**config.mk**
```make
export PLATFORM = sky130hd
export DESIGN_NAME = gpio_irq_bank
export DESIGN_NICKNAME = d
export VERILOG_FILES = /design/src/rtl/gpio_irq_pkg.sv /design/src/rtl/gpio_irq_sync.sv /design/src/rtl/gpio_irq_detect.sv /design/src/rtl/gpio_irq_regs.sv /design/src/rtl/gpio_irq_bank.sv
export SDC_FILE = /design/constraint.sdc
export NUM_CORES = 1
export LEC_CHECK = 0
export ABC_AREA = 1
export ABC_CLOCK_PERIOD_IN_PS = 1150
export BUFFER_PORTS_ARGS = -buffer_cell sky130_fd_sc_hd__clkbuf_2
export CAP_MARGIN = 20
export CORE_ASPECT_RATIO = 0.75
export CORE_MARGIN = 1.5
export CORE_UTILIZATION = 40
export CTS_CLUSTER_SIZE = 28
export DETAILED_ROUTE_END_ITERATION = 10
export GPL_TIMING_DRIVEN = 0
export HOLD_SLACK_MARGIN = 0.02
export SLEW_MARGIN = 30
export SYNTH_ARGS = -nofsm -noshare
export SYNTH_HDL_FRONTEND = slang
export SYNTH_SLANG_ARGS = --single-unit
export TNS_END_PERCENT = 30
```
**constraint.sdc**
```tcl
create_clock -name clk_i -period 1.15 [get_ports clk_i]
set_input_delay 0.115 -clock clk_i [delete_from_list [all_inputs] [get_ports clk_i]]
set_output_delay 0.115 -clock clk_i [all_outputs]
set_load 0.02 [all_outputs]
```
**src/rtl/gpio_irq_pkg.sv**
```systemverilog
package gpio_irq_pkg;
  localparam int unsigned ADDR_W = 8;

  localparam logic [ADDR_W-1:0] OFS_VALUE    = 8'h00;
  localparam logic [ADDR_W-1:0] OFS_IRQ_BASE = 8'h04;
  localparam logic [ADDR_W-1:0] OFS_EN       = OFS_IRQ_BASE + 8'h00;
  localparam logic [ADDR_W-1:0] OFS_T0       = OFS_IRQ_BASE + 8'h04;
  localparam logic [ADDR_W-1:0] OFS_T1       = OFS_IRQ_BASE + 8'h08;
  localparam logic [ADDR_W-1:0] OFS_T2       = OFS_IRQ_BASE + 8'h0C;
  localparam logic [ADDR_W-1:0] OFS_EVT      = OFS_IRQ_BASE + 8'h10;
  localparam logic [ADDR_W-1:0] OFS_LATCH    = 8'h18;

  typedef enum logic [2:0] {
    SENSE_FALL,
    SENSE_RISE,
    SENSE_BOTH,
    SENSE_LOW,
    SENSE_HIGH
  } sense_e;

  // code = {t2, t1, t0}; level mode ignores t2, both-edge overrides t0
  function automatic sense_e decode_sense(logic [2:0] code);
    if (code[1])      return code[0] ? SENSE_HIGH : SENSE_LOW;
    else if (code[2]) return SENSE_BOTH;
    else              return code[0] ? SENSE_RISE : SENSE_FALL;
  endfunction
endpackage

```
**src/rtl/gpio_irq_sync.sv**
```systemverilog
module gpio_irq_sync #(
  parameter int unsigned NPINS  = 32,
  parameter int unsigned STAGES = 2
) (
  input  logic             clk_i,
  input  logic             rst_ni,
  input  logic [NPINS-1:0] pins_i,
  output logic [NPINS-1:0] smp_o
);
  logic [NPINS-1:0] st_q [STAGES];

  always_ff @(posedge clk_i or negedge rst_ni) begin
    if (!rst_ni) begin
      for (int i = 0; i < int'(STAGES); i++) st_q[i] <= '0;
    end else begin
      st_q[0] <= pins_i;
      for (int i = 1; i < int'(STAGES); i++) st_q[i] <= st_q[i-1];
    end
  end

  assign smp_o = st_q[STAGES-1];

  generate
    if (STAGES == 2) begin : g_chk2
      logic [1:0] age_q;
      always_ff @(posedge clk_i or negedge rst_ni) begin
        if (!rst_ni)           age_q <= '0;
        else if (age_q != 2'd2) age_q <= age_q + 2'd1;
      end
      assert_sync_delay_R2: assert property (@(posedge clk_i) disable iff (!rst_ni)
        (age_q == 2'd2) |-> (smp_o == $past(pins_i, 2)));
    end
  endgenerate
endmodule

```
**src/rtl/gpio_irq_detect.sv**
```systemverilog
module gpio_irq_detect
  import gpio_irq_pkg::*;
#(
  parameter int unsigned NPINS = 32
) (
  input  logic             clk_i,
  input  logic             rst_ni,
  input  logic [NPINS-1:0] smp_i,
  input  logic [NPINS-1:0] t0_i,
  input  logic [NPINS-1:0] t1_i,
  input  logic [NPINS-1:0] t2_i,
  output logic [NPINS-1:0] evt_o
);
  logic [NPINS-1:0] prev_q;

  always_ff @(posedge clk_i or negedge rst_ni) begin
    if (!rst_ni) prev_q <= '0;
    else         prev_q <= smp_i;
  end

  for (genvar g = 0; g < int'(NPINS); g++) begin : g_pin
    logic   rise, fall, hit;
    sense_e mode;
    assign rise = smp_i[g] & ~prev_q[g];
    assign fall = ~smp_i[g] & prev_q[g];
    assign mode = decode_sense({t2_i[g], t1_i[g], t0_i[g]});
    always_comb begin
      case (mode)
        SENSE_RISE: hit = rise;
        SENSE_BOTH: hit = rise | fall;
        SENSE_HIGH: hit = smp_i[g];
        SENSE_LOW:  hit = ~smp_i[g];
        default:    hit = fall;
      endcase
    end
    assign evt_o[g] = hit;
  end

  // edge-mode events only when the sample actually moved
  assert_edge_needs_change_R3: assert property (@(posedge clk_i) disable iff (!rst_ni)
    ((evt_o & ~t1_i & ~(smp_i ^ prev_q)) == '0));
endmodule

```
**src/rtl/gpio_irq_regs.sv**
```systemverilog
module gpio_irq_regs
  import gpio_irq_pkg::*;
#(
  parameter int unsigned NPINS = 32
) (
  input  logic              clk_i,
  input  logic              rst_ni,
  input  logic              wr_en_i,
  input  logic [ADDR_W-1:0] addr_i,
  input  logic [NPINS-1:0]  wdata_i,
  output logic [NPINS-1:0]  rdata_o,
  input  logic [NPINS-1:0]  smp_i,
  input  logic [NPINS-1:0]  evt_i,
  output logic [NPINS-1:0]  t0_o,
  output logic [NPINS-1:0]  t1_o,
  output logic [NPINS-1:0]  t2_o,
  output logic [NPINS-1:0]  latch_o,
  output logic              irq_o
);
  logic [NPINS-1:0] en_q, t0_q, t1_q, t2_q, evt_q, latch_q, clr_mask;
  logic             irq_q;

  assign clr_mask = (wr_en_i && addr_i == OFS_EVT) ? wdata_i : '0;

  always_ff @(posedge clk_i or negedge rst_ni) begin
    if (!rst_ni) begin
      en_q    <= '0;
      t0_q    <= '0;
      t1_q    <= '0;
      t2_q    <= '0;
      latch_q <= '0;
    end else if (wr_en_i) begin
      case (addr_i)
        OFS_VALUE: latch_q <= wdata_i;
        OFS_EN:    en_q    <= wdata_i;
        OFS_T0:    t0_q    <= wdata_i;
        OFS_T1:    t1_q    <= wdata_i;
        OFS_T2:    t2_q    <= wdata_i;
        default: ;
      endcase
    end
  end

  // set beats clear
  always_ff @(posedge clk_i or negedge rst_ni) begin
    if (!rst_ni) evt_q <= '0;
    else         evt_q <= (evt_q & ~clr_mask) | evt_i;
  end

  always_ff @(posedge clk_i or negedge rst_ni) begin
    if (!rst_ni) irq_q <= 1'b0;
    else         irq_q <= |(evt_q & en_q);
  end

  always_comb begin
    case (addr_i)
      OFS_VALUE: rdata_o = smp_i;
      OFS_EN:    rdata_o = en_q;
      OFS_T0:    rdata_o = t0_q;
      OFS_T1:    rdata_o = t1_q;
      OFS_T2:    rdata_o = t2_q;
      OFS_EVT:   rdata_o = evt_q;
      OFS_LATCH: rdata_o = latch_q;
      default:   rdata_o = '0;
    endcase
  end

  assign t0_o    = t0_q;
  assign t1_o    = t1_q;
  assign t2_o    = t2_q;
  assign latch_o = latch_q;
  assign irq_o   = irq_q;

  assert_evt_sticky_R7: assert property (@(posedge clk_i) disable iff (!rst_ni)
    1'b1 |=> (($past(evt_q) & ~$past(clr_mask) & ~evt_q) == '0));
  assert_set_wins_R8: assert property (@(posedge clk_i) disable iff (!rst_ni)
    1'b1 |=> (($past(evt_i) & ~evt_q) == '0));
  assert_irq_masked_R9: assert property (@(posedge clk_i) disable iff (!rst_ni)
    ((evt_q & en_q) == '0) |=> !irq_o);
  assert_latch_load_R10: assert property (@(posedge clk_i) disable iff (!rst_ni)
    (wr_en_i && addr_i == OFS_VALUE) |=> (latch_o == $past(wdata_i)));
endmodule

```
**src/rtl/gpio_irq_bank.sv**
```systemverilog
module gpio_irq_bank
  import gpio_irq_pkg::*;
#(
  parameter int unsigned NPINS  = 32,
  parameter int unsigned STAGES = 2
) (
  input  logic              clk_i,
  input  logic              rst_ni,
  input  logic [NPINS-1:0]  pins_i,
  output logic [NPINS-1:0]  pins_o,
  input  logic              wr_en_i,
  input  logic [ADDR_W-1:0] addr_i,
  input  logic [NPINS-1:0]  wdata_i,
  output logic [NPINS-1:0]  rdata_o,
  output logic              irq_o
);
  logic [NPINS-1:0] smp, evt, t0, t1, t2;

  gpio_irq_sync #(.NPINS(NPINS), .STAGES(STAGES)) i_sync (
    .clk_i  (clk_i),
    .rst_ni (rst_ni),
    .pins_i (pins_i),
    .smp_o  (smp)
  );

  gpio_irq_detect #(.NPINS(NPINS)) i_detect (
    .clk_i  (clk_i),
    .rst_ni (rst_ni),
    .smp_i  (smp),
    .t0_i   (t0),
    .t1_i   (t1),
    .t2_i   (t2),
    .evt_o  (evt)
  );

  gpio_irq_regs #(.NPINS(NPINS)) i_regs (
    .clk_i   (clk_i),
    .rst_ni  (rst_ni),
    .wr_en_i (wr_en_i),
    .addr_i  (addr_i),
    .wdata_i (wdata_i),
    .rdata_o (rdata_o),
    .smp_i   (smp),
    .evt_i   (evt),
    .t0_o    (t0),
    .t1_o    (t1),
    .t2_o    (t2),
    .latch_o (pins_o),
    .irq_o   (irq_o)
  );
endmodule

```
==> results.md <==
| Stage | Result | This run |
| --- | --- | --- |
| place | Cell count after placement | 2,385 |
| grt | GRT Resource Usage Total | 25.7% |
| worst setup path | Class of the most critical setup path | reg -> out |
| synthesis | Number of unique standard cell types used by synthesis | 23 |
| routing | Iteration-0 DRC Markers | 1,241 |
| routing | Vias per cell | 5.12 |
| worst setup path | Cell-by-cell trace of the critical path | nand3_1 -> nand2_1 -> nor2_1 -> nand2_2 -> buf_6 |
| place | Placer congestion estimate | 0.871 |
| grt | Number of global-route vias before repair | 13,400 |
| power and ir drop | VDD IR max | 1.12 mV |
| worst setup path | Kind of launch point of the worst setup path | register |
| finish | Number of antenna cells inserted | 0 |
| synthesis | Synth Net Count | 1,924 |
| job | Max-cap check violation count | 0 |
| worst setup path | FF-to-FF path depth | 8 |
| worst setup path | Critical path fanouts, max | 3 |
| timing | Worst-Margin Slew | 0.724 ns |
| routing | Top routing layer in use | met4 |
| routing | Met1 wire length | 21.4 mm |
| outcome | Violations in the final reports | design-rule violations, negative hold slack, negative setup slack |
| routing | Count of nets left with antenna violations after detail routing | 0 |
| grt | Number of antenna violations at the first check in global routing | 0 |
| routing | WL met2 | 21.0 mm |
| floorplanning | Die height | 167 microns |
| timing | Portion of the clock cycle consumed by the worst path in the final layout | 140% |
| min path | Worst Hold Class | in -> async |
| timing | Final total negative setup slack | -23.10 ns |
| floorplanning | Die span in x | 221 microns |
| synthesis | Syn Std Cell Area | 14,300 sq um |
| synthesis | Sequential element share of the synthesized area | 50.7% |
| power and ir drop | Power per standard cell area | 1230 nW/um^2 |
| grt | Wire length of the first global-routing pass | 74.5 mm |
| routing | Met3 WL post-DR | 3.83 mm |
| synthesis | Number of flip-flops and latches in the synthesized netlist | 289 |
| clocking | Clock tree from TritonCTS | yes |
| timing | Clock period minus final worst setup slack | 1.61 ns |
| clocking | Insertion delay to the later sink of the worst-skew pair | 0.58 ns |
| floorplanning | Full die area | 36,800 sq um |
| worst setup path | Reg-to-Reg Start | i_regs.evt_q[3] |
| place | Dpl ws | -0.715 ns |
| floorplanning | Area of the core region | 34,900 sq um |
| grt | Largest net degree at the start of global routing | 75 |
| synthesis | Synthesized instance count | 1,785 |
| finish | Post-Layout Cell Count | 2,707 |
| clocking | Total of hold buffers inserted after clock tree synthesis | 64 |
| synthesis | Synth Area per Inst | 7.99 sq um |
| clocking | Clk pin slew, worst setup/hold paths | 0.07 ns |
| clocking | Number of levels in the clock H-tree | 1 |
| timing | Post-route worst setup slack | -0.464 ns |
| power and ir drop | Static leakage | 10.2 nW |
| place | Port-buffer cells | 139 |
| timing | Clock tree skew after final layout | 0.0180 ns |
| worst setup path | Data required time at the worst endpoint | 1.03 ns |
| routing | Via count | 13,900 |
| clocking | Number of buffers inserted during clock tree synthesis | 30 |
| worst setup path | Type of destination of the critical path | primary output |
| worst setup path | End of the worst register-to-register path | i_regs.irq_o |
| worst setup path | Longest individual stage delay on the worst path | 0.42 ns |
| clocking | Maximum count of clock buffers along a single path | 3 |
| worst setup path | Cell with the largest stage delay on the worst path | sky130_fd_sc_hd__dfrtp_1 |
| place | Detailed-placement wirelength estimate | 30.7 mm |
| timing | Upper clock frequency limit | 0.620 GHz |
| finish | Nets | 2,366 |
| finish | Share of layout cells above drive strength 1 | 27.0% |
| floorplanning | Rows | 59 |
| timing | Setup repair after global routing missed its margin | yes |
| timing | Setup Viol. Count Final | 97 |
| routing | Router iterations before antenna repair | 11 |
| floorplanning | Top-level port count | 140 |
| clocking | Clock Sink Count | 289 |
| routing | WL final | 47.6 mm |
| synthesis | Yosys warning total | 0 |
| clocking | Root buffer cell | sky130_fd_sc_hd__clkbuf_16 |
| timing | Final Max Tran Viols | 0 |
| timing | Headroom to the max-slew limit | 51.7% |
| floorplanning | Starting density of the core | 40.9% |
| timing | Final hold slack | -0.538 ns |
| routing | Drt wl/cell | 17.6 microns |
| finish | Area growth from synthesis to final layout | 38.3% |
| outcome | Run status | finished, violations left |
| timing | Endpoints failing hold | 172 |
| worst setup path | Worst Path Arrival | 1.50 ns |
| worst setup path | Setup slack, reg-to-reg | -0.21 ns |
| grt | Remaining global-route overflow | 0 |
| routing | Post-detailed-route DRC marker count | 9 |
==> power by group <==
group	internal [mW]	switching (mW)	total, mW	leakage [nW]
Clock	6.06	4.24	10.3	0.510
Sequential	10.7	0.335	11.0	3.40
Combinational	1.35	1.67	3.02	6.33
==> per-layer routing <==
layer	vias up	GRT usage (%)
met3	96	4.68
met2	528	39.3
met4	0	8.13
met5	-	0
li1	6589	-
met1	6639	37.0
==> synth_stat cells, drive strengths merged <==
cell,n,area share [%]
nor2,175,5.0
nand4,2,0.088
ha,64,5.6
nor3,1,0.035
o21ai,208,7.3
buf,59,2.5
dfrtp,289,51
inv,185,4.9
nand3,197,7.1
clkbuf,19,0.50
a21oi,95,3.3
nand2,491,13
==> through the flow <==
step / total power, mW / util (%) / instance area, sq um
final: 24.3 / 56.5 / 19700
after global routing: 25.3 / 56.5 / 19700
after CTS: 24.3 / 54.4 / 19000
after detailed placement: 13.3 / 45.1 / 15700
after global placement: 13.2 / 44.7 / 15600
after floorplan: 12.3 / - / 14400
==> repair_timing <==
item                                    in CTS  in global routing
buffers inserted                           156                 47
endpoints found under the setup margin      90                 98
resized for setup                          130                165
endpoints found under the hold margin      396                172
pin swaps                                   65                 56
==> registers in the layout (all words and copies together) (netlist names) <==
signal and cells:
i_sync.st_q 32, i_sync.smp_o 32, i_regs.en_q 32, i_regs.t0_o 32, i_regs.evt_q 32, i_detect.prev_q 32
i_regs.t1_o 32, i_regs.irq_o 1, i_regs.t2_o 32, i_regs.latch_o 32
==> worst max-delay path: cells and delay by family (launching register included) <==
family                 cells  cell delay [ns]
DFF                        1             0.42
buffers and inverters      1             0.14
and+or+nand+nor            4             0.38
==> layout make-up <==
class | count | area (sq um)
fillers | 3182 | 15200
flip-flops and latches | 289 | 7230
multi-input cells | 1233 | 6230
repair buffers | 410 | 3400
clock buffers | 41 | 853
inverters | 185 | 694
plain buffers | 78 | 582
well taps | 457 | 572
clock inverters | 14 | 173
==> cells in the final DEF, fill, tap and decap left out, types with 38 or more instances in the layout <==
cell / count
sky130_fd_sc_hd__o21ai_1: 72
sky130_fd_sc_hd__dlygate4sd3_1: 64
sky130_fd_sc_hd__o21ai_0: 136
sky130_fd_sc_hd__buf_6: 38
sky130_fd_sc_hd__nand3_1: 186
sky130_fd_sc_hd__buf_4: 209
sky130_fd_sc_hd__nor2_1: 120
sky130_fd_sc_hd__inv_1: 156
sky130_fd_sc_hd__dfrtp_1: 288
sky130_fd_sc_hd__nor2_2: 46
sky130_fd_sc_hd__a21oi_1: 91
sky130_fd_sc_hd__nand2_2: 40
sky130_fd_sc_hd__clkbuf_2: 97
sky130_fd_sc_hd__nand2_1: 449
sky130_fd_sc_hd__ha_1: 62
==> cells by family after synthesis <==
group	synth area share, %
compound gates	10.6
fa+ha+maj	5.61
buf+inv	7.84
flops	50.7
simple gates	25.2
==> how the worst max path moves through the flow <==
stage               slack (ns)             endpoint  cells after the start            start
detailed placement       -0.71          rdata_o[23]                     10        addr_i[2]
CTS                      -0.48          rdata_o[14]                      5  i_regs.t2_o[14]
floorplan                0.002          rdata_o[10]                     10        addr_i[6]
global route             -0.52           rdata_o[0]                      5   i_regs.en_q[0]
global placement         -6.45  i_detect.prev_q[28]                      1           rst_ni
finish                   -0.46           rdata_o[1]                      5  i_regs.evt_q[1]
No activity file was read; power rests on OpenSTA's default activity.
